===== config.mk =====
export PLATFORM = sky130hd
export DESIGN_NAME = pll_tc_sequencer
export DESIGN_NICKNAME = d
export VERILOG_FILES = /design/src/rtl/tc_pkg.sv /design/src/rtl/tc_tick_counter.sv /design/src/rtl/tc_stage_ladder.sv /design/src/rtl/tc_sel_reg.sv /design/src/rtl/pll_tc_sequencer.sv
export SDC_FILE = /design/constraint.sdc
export NUM_CORES = 1
export LEC_CHECK = 0
export BUFFER_PORTS_ARGS = -buffer_cell sky130_fd_sc_hd__buf_2
export CELL_PAD_IN_SITES_DETAIL_PLACEMENT = 0
export CELL_PAD_IN_SITES_GLOBAL_PLACEMENT = 1
export CORE_AREA = 2 2 42 47
export CTS_CLUSTER_SIZE = 20
export DETAILED_ROUTE_END_ITERATION = 6
export DIE_AREA = 0 0 44 49
export PLACE_DENSITY_LB_ADDON = 0.1
export REMOVE_ABC_BUFFERS = 1
export SLEW_MARGIN = 10
export SYNTH_ARGS = -nofsm -noshare
export SYNTH_HDL_FRONTEND = slang
export SYNTH_SLANG_ARGS = --single-unit

===== constraint.sdc =====
create_clock -name clk -period 1.4 [get_ports clk]
set_input_delay 0 -clock clk [delete_from_list [all_inputs] [get_ports clk]]
set_output_delay 0 -clock clk [all_outputs]
set_load 0.05 [all_outputs]

===== src/rtl/tc_pkg.sv =====
`timescale 1ns/1ps
package tc_pkg;
    localparam int BIT_SEL_W = 2;

    typedef logic [BIT_SEL_W-1:0] stage_t;

    typedef struct packed {
        logic   carrier_sel;
        stage_t bit_sel;
    } loop_sel_t;

    // Map a ramp stage onto the pair of loop selects.
    function automatic loop_sel_t stage_to_sel(stage_t stg, stage_t slow_from);
        loop_sel_t s;
        s.bit_sel     = stg;
        s.carrier_sel = (stg >= slow_from);
        return s;
    endfunction
endpackage


===== src/rtl/tc_tick_counter.sv =====
`timescale 1ns/1ps
module tc_tick_counter #(
    parameter int STEP_TICKS = 64
) (
    input  logic clk,
    input  logic rst_n,
    input  logic clear_i,
    input  logic tick_i,
    output logic step_o
);
    generate
        if (STEP_TICKS > 1) begin : g_count
            localparam int CW = $clog2(STEP_TICKS);
            localparam logic [CW-1:0] LAST = CW'(STEP_TICKS - 1);

            typedef struct packed {
                logic [CW-1:0] cnt;
            } cnt_state_t;

            cnt_state_t st_d, st_q;
            logic       wrap;

            always_comb begin
                st_d = st_q;
                wrap = tick_i && (st_q.cnt == LAST);
                if (clear_i) begin
                    st_d.cnt = '0;
                end else if (tick_i) begin
                    st_d.cnt = wrap ? '0 : st_q.cnt + 1'b1;
                end
            end

            assign step_o = wrap && !clear_i;

            always_ff @(posedge clk or negedge rst_n) begin
                if (!rst_n) begin
                    st_q <= '0;
                end else begin
                    st_q <= st_d;
                end
            end

            // a clear wins over any strobe in the same cycle
            a_r10_clear_wins: assert property (@(posedge clk) disable iff (!rst_n)
                clear_i |=> st_q.cnt == '0);
            // no strobe, no movement
            a_r11_count_hold: assert property (@(posedge clk) disable iff (!rst_n)
                (!clear_i && !tick_i) |=> $stable(st_q.cnt));
        end else begin : g_direct
            assign step_o = tick_i && !clear_i;
        end
    endgenerate
endmodule


===== src/rtl/tc_stage_ladder.sv =====
`timescale 1ns/1ps
module tc_stage_ladder
    import tc_pkg::*;
(
    input  logic   clk,
    input  logic   rst_n,
    input  logic   clear_i,
    input  logic   step_i,
    output stage_t stage_nxt_o
);
    localparam stage_t TOP = '1;

    typedef struct packed {
        stage_t stage;
    } ladder_state_t;

    ladder_state_t st_d, st_q;

    always_comb begin
        st_d = st_q;
        if (clear_i) begin
            st_d.stage = '0;
        end else if (step_i && (st_q.stage != TOP)) begin
            st_d.stage = st_q.stage + 1'b1;
        end
    end

    assign stage_nxt_o = st_d.stage;

    always_ff @(posedge clk or negedge rst_n) begin
        if (!rst_n) begin
            st_q <= '0;
        end else begin
            st_q <= st_d;
        end
    end

    // restart lands on the fastest stage
    a_r4_clear_to_fast: assert property (@(posedge clk) disable iff (!rst_n)
        clear_i |=> st_q.stage == '0);
    // each step moves exactly one stage
    a_r5_single_step: assert property (@(posedge clk) disable iff (!rst_n)
        (step_i && !clear_i && st_q.stage != TOP) |=> st_q.stage == $past(st_q.stage) + 1'b1);
    // slowest stage is held
    a_r7_saturate: assert property (@(posedge clk) disable iff (!rst_n)
        (st_q.stage == TOP && !clear_i) |=> st_q.stage == TOP);
    // stage moves only on a step
    a_r11_stage_hold: assert property (@(posedge clk) disable iff (!rst_n)
        (!step_i && !clear_i) |=> $stable(st_q.stage));
endmodule


===== src/rtl/tc_sel_reg.sv =====
`timescale 1ns/1ps
module tc_sel_reg
    import tc_pkg::*;
#(
    parameter int SLOW_FROM = 2
) (
    input  logic   clk,
    input  logic   rst_n,
    input  logic   sw_mode_i,
    input  logic   sw_carrier_i,
    input  stage_t sw_bit_i,
    input  stage_t stage_nxt_i,
    output logic   carrier_o,
    output stage_t bit_o
);
    localparam stage_t SLOW_STG = stage_t'(SLOW_FROM);

    loop_sel_t sel_d, sel_q;

    always_comb begin
        if (sw_mode_i) begin
            sel_d.carrier_sel = sw_carrier_i;
            sel_d.bit_sel     = sw_bit_i;
        end else begin
            sel_d = stage_to_sel(stage_nxt_i, SLOW_STG);
        end
    end

    always_ff @(posedge clk or negedge rst_n) begin
        if (!rst_n) begin
            sel_q <= stage_to_sel('0, SLOW_STG);
        end else begin
            sel_q <= sel_d;
        end
    end

    assign carrier_o = sel_q.carrier_sel;
    assign bit_o     = sel_q.bit_sel;

    // software carrier field reaches the output one clock later
    a_r2_sw_carrier: assert property (@(posedge clk) disable iff (!rst_n)
        sw_mode_i |=> carrier_o == $past(sw_carrier_i));
    // software bit field reaches the output one clock later
    a_r3_sw_bit: assert property (@(posedge clk) disable iff (!rst_n)
        sw_mode_i |=> bit_o == $past(sw_bit_i));
    // hardware carrier select tracks the bit stage
    a_r6_carrier_tracks: assert property (@(posedge clk) disable iff (!rst_n)
        !sw_mode_i |=> carrier_o == (bit_o >= SLOW_STG));
endmodule


===== src/rtl/pll_tc_sequencer.sv =====
`timescale 1ns/1ps
module pll_tc_sequencer
    import tc_pkg::*;
#(
    parameter int STEP_TICKS = 64,
    parameter int SLOW_FROM  = 2
) (
    input  logic                 clk,
    input  logic                 rst_n,
    input  logic                 bit_tick_i,
    input  logic                 resync_i,
    input  logic                 sw_mode_i,
    input  logic                 sw_carrier_i,
    input  logic [BIT_SEL_W-1:0] sw_bit_i,
    output logic                 carrier_sel_o,
    output logic [BIT_SEL_W-1:0] bit_sel_o
);
    logic   restart;
    logic   step;
    stage_t stage_nxt;

    // Software mode holds the ramp at its start, so leaving it restarts the ramp.
    assign restart = resync_i || sw_mode_i;

    tc_tick_counter #(.STEP_TICKS(STEP_TICKS)) u_cnt (
        .clk     (clk),
        .rst_n   (rst_n),
        .clear_i (restart),
        .tick_i  (bit_tick_i),
        .step_o  (step)
    );

    tc_stage_ladder u_ladder (
        .clk         (clk),
        .rst_n       (rst_n),
        .clear_i     (restart),
        .step_i      (step),
        .stage_nxt_o (stage_nxt)
    );

    tc_sel_reg #(.SLOW_FROM(SLOW_FROM)) u_sel (
        .clk          (clk),
        .rst_n        (rst_n),
        .sw_mode_i    (sw_mode_i),
        .sw_carrier_i (sw_carrier_i),
        .sw_bit_i     (sw_bit_i),
        .stage_nxt_i  (stage_nxt),
        .carrier_o    (carrier_sel_o),
        .bit_o        (bit_sel_o)
    );

    // hardware resync gives fastest outputs on the next clock
    a_r4_resync_fast: assert property (@(posedge clk) disable iff (!rst_n)
        (resync_i && !sw_mode_i) |=> (bit_sel_o == '0 && !carrier_sel_o));
endmodule


Word-level counts from Yosys, hierarchy flattened
Cells that the tools add are included.
Widths: inputs -> output; s select.
- equality and inequality tests: 2
- add/subtract/negate cells: 2
- $lt $le $gt $ge: 1
- multiplexer cells: 6
- reduce and logical (&&, ||, !) cells: 6
- operators with widths (cell ; count):
    $mux 6 ; 3
    $add 6x1->6 const B ; 1
    $eq 6x6->1 const B ; 1
    $mux 2 ; 2
    $logic_and 1x1->1 ; 3
    $mux 3 ; 1
    $add 2x1->2 const B ; 1
    $ge 2x2->1 const B ; 1
    $ne 2x2->1 const B ; 1
    $reduce_bool 2->1 ; 1
    $logic_not 1->1 ; 1
    $logic_or 1x1->1 ; 1
- bits in registers: 11
- output and inout bits: 3
- logic and storage cells: 21
- input port bits: 8

Depth between registers and ports, before layout
- depth after elaboration: 8
- mapped depth: 4
- depth with buffers taken out: 4

By module
From an unflattened synthesis, not the netlist that was laid out.
- cells, all modules: 50
- area total of the unflattened synthesis: 555.5 um2
- by module, submodules not included (module ; cells each ; area each (um2) ; seq. area each (um2) ; times used):
    tc_tick_counter ; 33 ; 316.6 ; 150.1 ; 1
    tc_stage_ladder ; 10 ; 123.9 ; 50.0 ; 1
    tc_sel_reg ; 6 ; 108.9 ; 75.1 ; 1
    pll_tc_sequencer ; 1 ; 6.3 ; 0.0 ; 1

Worst setup path before layout
No wires, ideal clock.
- path kind: register -> register
- start point: register u_ladder.st_q[0] (netlist bit)
- end point: register u_sel.sel_q (netlist bit u_sel.bit_o[1])
- buffers on the path: 0
- data arrival time: 1.455 ns
- clock period less this slack: 1.527 ns
- path slack: -0.127 ns
- stages on the path, launching flop included: 5
- required time: 1.329 ns
- setup time: 0.071 ns
- path through: dfrtp_1 > ha_1 > or3b_1 > or4_4 > nand3_1
- RTL lines (item ; line ; text):
    start: declaration ; tc_stage_ladder.sv:17 ; ladder_state_t st_d, st_q;
    start signal: assignment ; tc_stage_ladder.sv:34 ; st_q <= st_d;
    end signal: assignment ; tc_sel_reg.sv:31 ; sel_q <= stage_to_sel('0, SLOW_STG);
    end signal: assignment ; tc_sel_reg.sv:33 ; sel_q <= sel_d;
    end: declaration ; tc_sel_reg.sv:18 ; loop_sel_t sel_d, sel_q;

==> run metrics <==
VDD IR max=0.435 mV; DIE AREA=2160 sq um; min Tclk post-route=1600 ps; fmax=approximately 630 MHz; failing checks=setup timing; area leader, netlist=dfrtp_1; largest family of logic cells by synthesized area=simple AND/OR/NAND/NOR gates; Setup CP Type=reg -> reg; clk_skew=~3.2 ps; Reg-to-Reg Start=u_ladder.st_q[0]; RSZ-0062 raised after global routing=true; Area contributors post-synth=dfrtp_1 (51%), nand2_1 (5.5%), ha_1 (4.6%); first-pass detailed-route iteration total=3; clock-pin slew on the worst setup and hold paths=approximately 80 ps; deepest clock path buffer count=2; critical path's slowest cell=or4_4; Detailed Route WL=~1.2 mm; reg-to-reg slack, setup=-200 ps; max-slew violation count=0; synthesized area=between 500 and 600 sq um; initial antenna violation count=0; Seq cells post-synth=11; Root Driver=clkbuf_4; Cell variety after synth=22; die width=44 um; Worst Reg-to-Reg Cells=4; vias in the first global route=~530; routed vias/inst=~5.0; HPWL after DPL=between 800 and 900 um; total grt overflow=0; RePlAce Congestion=0.652; Core Area=about 1700 sq um; Worst-Margin Slew=roughly 350 ps; register area=275 sq um; DRC=0; Post-synth top cells=dfrtp_1 (11), nand2_1 (8), nand3_1 (5); post-synthesis mux area share=around 1.8%; Cell Pwr Density=roughly 820 nW/um^2; simple-gate portion of the synthesized area=approximately 29%; DRT iter0 DRCs=3; first-pass GRT wire length=2.14 mm; Max FO, Critical Path=3; # diodes=0; CP Launch Type=flop; Hold Startpoint=sw_mode_i; most common cell in the netlist=dfrtp_1; worst slew margin relative to its limit=between 70 and 80%; # fillers=174; PortBufs=10; adder-cell area share of the yosys netlist=under 10%; Skew-Pair Late Insertion Delay=around 270 ps; Sink Count=11; Max stage delay on crit path=450 ps; Leak Pwr=0.372 nW; area of the multi-input gates=~280 sq um; required time worst endpoint=1610 ps; max_cap viols=0; die height=49 um; Synth Instances=between 50 and 60; hold path depth=3; Initial Util=roughly a third; pre-CTS WS=-179 ps; setup TNS=-564 ps; nets=91; Post-synth EDFFs=0; Syn. warnings=0; cell family with most CP delay=simple AND/OR/NAND/NOR gates; largest net degree at the start of global routing=12; Hold Path Sink=u_sel.bit_o[0]; routed vias=~500; Syn Area/Cell=~10 sq um; layout cell share with drive strength beyond 1=33.8%; CP endpoint kind=flop; asr flop ratio synth=100%; Min-Delay Path Class=in -> reg; Critical Path AT=between 1500 and 2000 ps; Final setup viols=3; wire length per cell=12.2 um; Synth Flop Type=dfrtp_1; Synth top area share=50.8%; final hold vios=0; CP Launch Point=u_ladder.st_q[0]; Inserted Clock Buffers=3; worst-path cell chain=ha_1, or3b_1, or4_4, nand3_2; fin crit share=114%; status=finished with violations; Bufs and invs on worst path=0; I/O pins=11; r2r endpoint=u_sel.bit_o[1]; Post-DRT Antenna Nets=0; CTS tree=built; final worst slack=-197 ps; gr usage total=between 10% and 20%; area grow syn2layout=39.7%; post-synthesis sequential area ratio=50.8%; XOR/XNOR Fraction of Synth Area=around 3.2%; Cell Rows=16; post-synthesis compound-gate area fraction=about 10%; H-Tree Depth=1
[repair_timing]
action | in CTS | in global routing
hold buffers | 4 | 0
hold endpoints to repair | 14 | 0
endpoints found under the setup margin | 3 | 6
pin swaps | 0 | 1
resized for setup | 0 | 3
setup buffers | 0 | 0
[metrics by stage]
| step | total power [mW] | hold slack [ps] | std cells | instance area [sq um] | util (%) |
|---|---|---|---|---|---|
| 5_1_grt | 0.655 | 73.1 | 98 | 757 | 44.0 |
| 2_1_floorplan | 0.364 | -296 | 54 | 542 | - |
| 3_5_place_dp | 0.397 | -112 | 90 | 674 | 39.2 |
| 3_3_place_gp | 0.397 | -109 | 90 | 674 | 39.2 |
| 6_report | 0.622 | 45.5 | 98 | 757 | 44.0 |
| 4_1_cts | 0.631 | 38.0 | 98 | 741 | 43.0 |
[how the worst max path moves through the flow]
stage / end / cells after the start
floorplan: u_sel.bit_o[1] / 4
CTS: u_sel.bit_o[1] / 4
finish: u_sel.bit_o[1] / 4
global route: u_sel.bit_o[1] / 4
detailed placement: u_sel.bit_o[1] / 4
global placement: u_sel.bit_o[1] / 4
[cells in the final DEF (no fill, tap or decap)]
| cell type | n |
|---|---|
| or3_1 | 2 |
| nor2b_1 | 1 |
| nand4_1 | 1 |
| clkbuf_4 | 3 |
| buf_2 | 10 |
| nor2_1 | 4 |
| or4_1 | 2 |
| clkbuf_1 | 1 |
| or2_2 | 1 |
| mux2i_1 | 1 |
| nand2_1 | 8 |
| nor3_1 | 1 |
| or3b_1 | 1 |
| o311ai_0 | 2 |
| nand2b_1 | 1 |
| a21oi_1 | 2 |
| buf_4 | 8 |
| or4_4 | 1 |
| a31oi_2 | 1 |
| dfrtp_1 | 11 |
| o21ai_0 | 3 |
| xor2_1 | 2 |
| o211ai_1 | 1 |
| ha_1 | 2 |
| dlygate4sd3_1 | 4 |
| nand3_1 | 3 |
| nand3_2 | 3 |
[final cells by class]
type                            count  area share, %
Clock buffer                        4           3.47
Multi-Input combinational cell     43           37.4
Sequential cell                    11           36.4
Tap cell                           18           2.98
Timing Repair Buffer               22           19.8
[power breakdown]
group	internal, mW	total (mW)	leakage (nW)	switching, mW
logic	0.0292	0.0743	0.207	0.0451
registers	0.323	0.325	0.150	0.00196
clock network	0.110	0.222	0.0150	0.112
total	0.463	0.622	0.372	0.159
[tightest hold or removal path, cell delays in order]
cell and delay (ps):
buf_2 150, nand2_1 60, nand3_1 70
[registers in the layout (all words and copies together) (netlist names)]
register / cells
u_cnt.g_count.st_q: 6
u_ladder.st_q: 2
u_sel.bit_o: 2
u_sel.carrier_o: 1
[routing by layer]
metal | vias up | global-route usage (%) | wire (um)
met4 | 0 | 6.06 | 0
li1 | 250 | - | -
met1 | 231 | 17.0 | 560
met2 | 9 | 21.1 | 595
met3 | 0 | 2.22 | 41
met5 | - | 0 | 0
[logic make-up after synthesis]
group,after synthesis
muxes,1
and+or+nand+nor,29
AOI/OAI and AO/OA,9
DFF,11
xor gates and xnor gates,2
adders and majority gates,2
No activity file was read; power rests on OpenSTA's default activity.
